$ cat src/rtl/cla_pkg.sv
package cla_pkg;
  localparam int CLA_GRP_W = 4;
  localparam int CLA_N_GRP = 4;
endpackage

$ cat src/rtl/cla_lookahead.sv
module cla_lookahead #(
  parameter int N = 4
) (
  input  logic [N-1:0] gen_i,
  input  logic [N-1:0] prop_i,
  input  logic         cin_i,
  output logic [N:1]   carry_o,
  output logic         blk_gen_o,
  output logic         blk_prop_o
);
  for (genvar i = 0; i < N; i++) begin : g_carry
    logic c_flat;
    always_comb begin
      logic term;
      logic all_p;
      c_flat = 1'b0;
      for (int j = 0; j <= i; j++) begin
        term = gen_i[j];
        for (int k = j + 1; k <= i; k++) term = term & prop_i[k];
        c_flat = c_flat | term;
      end
      all_p = cin_i;
      for (int k = 0; k <= i; k++) all_p = all_p & prop_i[k];
      c_flat = c_flat | all_p;
    end
    assign carry_o[i+1] = c_flat;
  end

  always_comb begin
    logic term;
    blk_gen_o = 1'b0;
    for (int j = 0; j < N; j++) begin
      term = gen_i[j];
      for (int k = j + 1; k < N; k++) term = term & prop_i[k];
      blk_gen_o = blk_gen_o | term;
    end
  end

  assign blk_prop_o = &prop_i;

  // the flat top carry agrees with the separately formed summary pair
  always_comb begin
    a_r5_cascade: assert (carry_o[N] == (blk_gen_o | (blk_prop_o & cin_i)))
      else $error("a_r5_cascade");
  end
endmodule

$ cat src/rtl/cla_group.sv
module cla_group #(
  parameter int GW = 4
) (
  input  logic [GW-1:0] a_i,
  input  logic [GW-1:0] b_i,
  input  logic          cin_i,
  output logic [GW-1:0] sum_o,
  output logic          grp_gen_o,
  output logic          grp_prop_o
);
  logic [GW-1:0] bit_g;
  logic [GW-1:0] bit_p;
  logic [GW:1]   carry;
  logic [GW-1:0] carry_in_vec;

  for (genvar i = 0; i < GW; i++) begin : g_bit
    assign bit_g[i] = a_i[i] & b_i[i];
    assign bit_p[i] = a_i[i] ^ b_i[i];
  end

  cla_lookahead #(.N(GW)) u_la (
    .gen_i     (bit_g),
    .prop_i    (bit_p),
    .cin_i     (cin_i),
    .carry_o   (carry),
    .blk_gen_o (grp_gen_o),
    .blk_prop_o(grp_prop_o)
  );

  if (GW > 1) begin : g_cvec
    assign carry_in_vec = {carry[GW-1:1], cin_i};
  end else begin : g_cvec1
    assign carry_in_vec = cin_i;
  end

  assign sum_o = bit_p ^ carry_in_vec;

  // a fully propagating group hands its carry-in straight out
  always_comb begin
    if (grp_prop_o) begin
      a_r4_pass_through: assert (carry[GW] == cin_i) else $error("a_r4_pass_through");
    end
  end

  // XOR propagate makes generate and propagate exclusive
  always_comb begin
    a_r5_exclusive: assert (!(grp_gen_o && grp_prop_o)) else $error("a_r5_exclusive");
  end
endmodule

$ cat src/rtl/cla16_adder.sv
module cla16_adder
  import cla_pkg::*;
#(
  parameter  int GRP_W = CLA_GRP_W,
  parameter  int N_GRP = CLA_N_GRP,
  localparam int W     = GRP_W * N_GRP
) (
  input  logic [W-1:0] a_i,
  input  logic [W-1:0] b_i,
  input  logic         c_i,
  output logic [W-1:0] sum_o,
  output logic         c_o,
  output logic         grp_gen_o,
  output logic         grp_prop_o
);
  logic [N_GRP-1:0] g_gen;
  logic [N_GRP-1:0] g_prop;
  logic [N_GRP-1:0] g_cin;
  logic [N_GRP:1]   top_carry;

  for (genvar k = 0; k < N_GRP; k++) begin : g_grp
    if (k == 0) begin : g_first
      assign g_cin[k] = c_i;
    end else begin : g_rest
      assign g_cin[k] = top_carry[k];
    end

    cla_group #(.GW(GRP_W)) u_grp (
      .a_i       (a_i[k*GRP_W +: GRP_W]),
      .b_i       (b_i[k*GRP_W +: GRP_W]),
      .cin_i     (g_cin[k]),
      .sum_o     (sum_o[k*GRP_W +: GRP_W]),
      .grp_gen_o (g_gen[k]),
      .grp_prop_o(g_prop[k])
    );
  end

  cla_lookahead #(.N(N_GRP)) u_top_la (
    .gen_i     (g_gen),
    .prop_i    (g_prop),
    .cin_i     (c_i),
    .carry_o   (top_carry),
    .blk_gen_o (grp_gen_o),
    .blk_prop_o(grp_prop_o)
  );

  assign c_o = top_carry[N_GRP];

  // the assembled result matches the arithmetic sum
  always_comb begin
    a_r1_r2_sum: assert ({c_o, sum_o} == ({1'b0, a_i} + {1'b0, b_i} + {{W{1'b0}}, c_i}))
      else $error("a_r1_r2_sum");
  end

  // word propagate means every bit pair differs
  always_comb begin
    a_r4_word_prop: assert (grp_prop_o == ((a_i ^ b_i) == {W{1'b1}}))
      else $error("a_r4_word_prop");
  end
endmodule

$ cat config.mk
export PLATFORM = sky130hd
export DESIGN_NAME = cla16_adder
export DESIGN_NICKNAME = d
export VERILOG_FILES = /design/src/rtl/cla_pkg.sv /design/src/rtl/cla_lookahead.sv /design/src/rtl/cla_group.sv /design/src/rtl/cla16_adder.sv
export SDC_FILE = /design/constraint.sdc
export NUM_CORES = 1
export LEC_CHECK = 0
export ABC_AREA = 1
export BUFFER_PORTS_ARGS = -buffer_cell sky130_fd_sc_hd__buf_2
export CAP_MARGIN = 10
export CORE_MARGIN = 5
export CORE_UTILIZATION = 35
export DETAILED_ROUTE_END_ITERATION = 10
export PLACE_DENSITY = 0.71
export SLEW_MARGIN = 15
export SYNTH_ARGS = -nofsm -noshare
export SYNTH_HDL_FRONTEND = slang
export SYNTH_SLANG_ARGS = --single-unit
$ cat constraint.sdc
create_clock -name vclk -period 2.83
set_clock_uncertainty 0.2 [all_clocks]
set_input_delay 0.4245 -clock vclk [all_inputs]
set_output_delay 0.4245 -clock vclk [all_outputs]
set_load 0.1 [all_outputs]
==> impl_metrics.yaml <==
setup_path:
  crit_arrival_ns: 2.27
  worstSetupPathType: "input port to primary output"
  worst_setup_path_end_kind: "primary output"
  critPathMaxStageDelay_ns: 0.25
  crit_cells: 13
  worst_setup_path_start_kind: "input port"
  cp_max_fo: 3
  cp_top_family: "compound AO/OA/AOI/OAI gates"
  crit_required_ns: 2.21
  critPathBufInv: 3
  crit_chain: "buf_6 -> ha_4 -> buf_6 -> a21oi_2 -> nand2_1 -> nand2_1 -> o211ai_1 -> ha_2 -> nand2_2 -> nand3_4 -> a21oi_4 -> xnor2_4 -> buf_12"
  critical_path.slowest_cell: "ha_4"
finish:
  seq_cell_count: 0
  nNetsFinal: 248
  diodes: 0
  stdcell_count: 217
  drive_above_1_share_pct: 67.2
  seq_area_um2: 0
  area_delta_synth_final_pct: 143
  utilization_pct: 88.1
  clockBufferCount: 0
floorplanning:
  io_pins: 52
  dieArea_mm2: 0.00335
  row_count: 17
  core_area_mm2: 0.00221
  die_h_um: 57.9
  dieWidth_um: 57.9
  initial_core_util_pct: 36.3
yosys:
  synth.distinct_cells: 16
  synth_area_leaders: "ha_1 (31%), nand2_1 (15%), fa_1 (10%)"
  ys_seq_area_share_pct: 0
  syn_inst: 113
  yosysTopAreaCell: "ha_1"
  syn_nets: 170
  synthTopCellsByCount: "nand2_1 (32), ha_1 (20), inv_1 (15)"
  yosys.area.top_type_share_pct: 31.2
  avgSynthCellArea_um2: 7.11
  synth_area_um2: 803
  yosysWarnings: 0
  synth.most_common_cell: "nand2_1"
power_and_ir_drop:
  power_frac_clock_pct: 0
  p_sw_mw: 0.621
  finalPower_mw: 0.994
  power_density_mw_per_mm2: 510
  vdd_drop_max_v: 0.000412
  p_seq_share_pct: 0
  p_leak_nw: 0.939
  p_comb_share_pct: 100.0
  p_int_mw: 0.373
  swShare_pct: 62.4
clock_tree:
  cts-hold-fix-buffers: 0
routing:
  ant_nets: 0
  wl_um: 3370
  drt_iter0_drc: 18
  viasPerCell: 4.97
  drc: 0
  dr_total_vias: 1079
  first_pass_iters: 4
  wire_per_inst_um: 15.5
timing:
  setup_viol: 7
  rsz0062_at_grt: "true"
  worst_slew_pin_slew_ns: 0.489
  max_freq_mhz: 345
  fin_ws_ns: -0.0677
  fin_crit_sh_pct: 102
  min_period_ns: 2.90
  whs_ns: 1.15
  slew_violations: 0
  relSlewSlack_pct: 67.6
  hold_viol: 0
placed_design:
  placed_cells: 212
  hpwl_um: 2470
  gp_routability_congestion: 0.744
  port_buffers: 52
grt:
  grt_pass1_wl_um: 5400
  grt_max_degree: 6
  grt_overflow_total: 0
  grt_pass1_vias: 1237
  antenna_found_initial: 0
  track_usage_pct: 19.9
status:
  violations: "setup timing"
  status: "finished, violations left"
min_path:
  worstHoldStart: "b_i[4]"
  whs_endpoint: "sum_o[4]"
  whs_path_depth: 3
  hold_path_class: "input port to primary output"
run:
  maxCapViolations: 0
## area by class of cell
class / instances / area (um2)
inverter: 15 / 56.3
multi-input combinational: 98 / 1150
tap: 28 / 35.0
timing repair buffer: 76 / 708
fill: 104 / 264
## worst max path at each step
stage	startpoint	endpoint	slack, ns
floorplan	a_i[5]	sum_o[11]	-0.27
global placement	a_i[5]	sum_o[11]	-0.06
detailed placement	a_i[5]	sum_o[11]	-0.14
CTS	a_i[11]	sum_o[15]	-0.001
global route	a_i[3]	sum_o[11]	-0.20
finish	a_i[3]	sum_o[11]	-0.07
## layer usage
| layer | up-vias | track usage (%) | part of all wire (%) |
|---|---|---|---|
| met5 | - | 0 | 0 |
| met4 | 0 | 3.31 | 2.3 |
| met3 | 8 | 0.891 | 3.9 |
| met2 | 40 | 41.5 | 58 |
| met1 | 519 | 21.9 | 36 |
| li1 | 512 | - | - |
## logic make-up (layout without fill, tap and decap cells)
kind of cell             Yosys count  count (layout)  share of synthesized area (%)
AO/OA/AOI/OAI                      9               9                           5.92
buffers and inverters             15              91                           7.01
AND/OR/NAND/NOR                   53              53                           32.9
adder cells (fa/ha/maj)           24              24                           41.1
XOR/XNOR                          12              12                           13.1
## power by group through the flow
stage | Combinational, mW | Sequential, mW | Clock [mW]
floorplan | 0.629 | 0 | 0
global placement | 0.924 | 0 | 0
detailed placement | 0.943 | 0 | 0
CTS | 0.964 | 0 | 0
global route | 1.03 | 0 | 0
finish | 0.994 | 0 | 0
## through the flow
stage / cell area [um2] / TNS, ns / setup WS (ns)
6_report: 1950 / -0.198 / -0.0677
3_5_place_dp: 1760 / -0.405 / -0.136
4_1_cts: 1840 / -0.00122 / -0.00122
2_1_floorplan: 1090 / -0.798 / -0.272
3_3_place_gp: 1760 / -0.137 / -0.0570
5_1_grt: 1950 / -1.09 / -0.199
## cells in the final DEF, fill, tap and decap left out, types with 4 or more instances in the layout
cell,synthesis,final
buf_2,0,32
nand2_1,32,25
buf_4,0,20
buf_12,0,15
inv_1,15,14
ha_4,0,9
nand2_2,4,8
ha_1,20,8
buf_6,0,8
xor2_4,0,5
nor2_4,4,4
## timing repair
item,CTS,global route
gates resized for setup,14,20
hold endpoints to repair,0,0
setup endpoints to repair,7,10
pin swaps,10,19
setup buffers,2,3
Power figures use the tool's default switching activity.
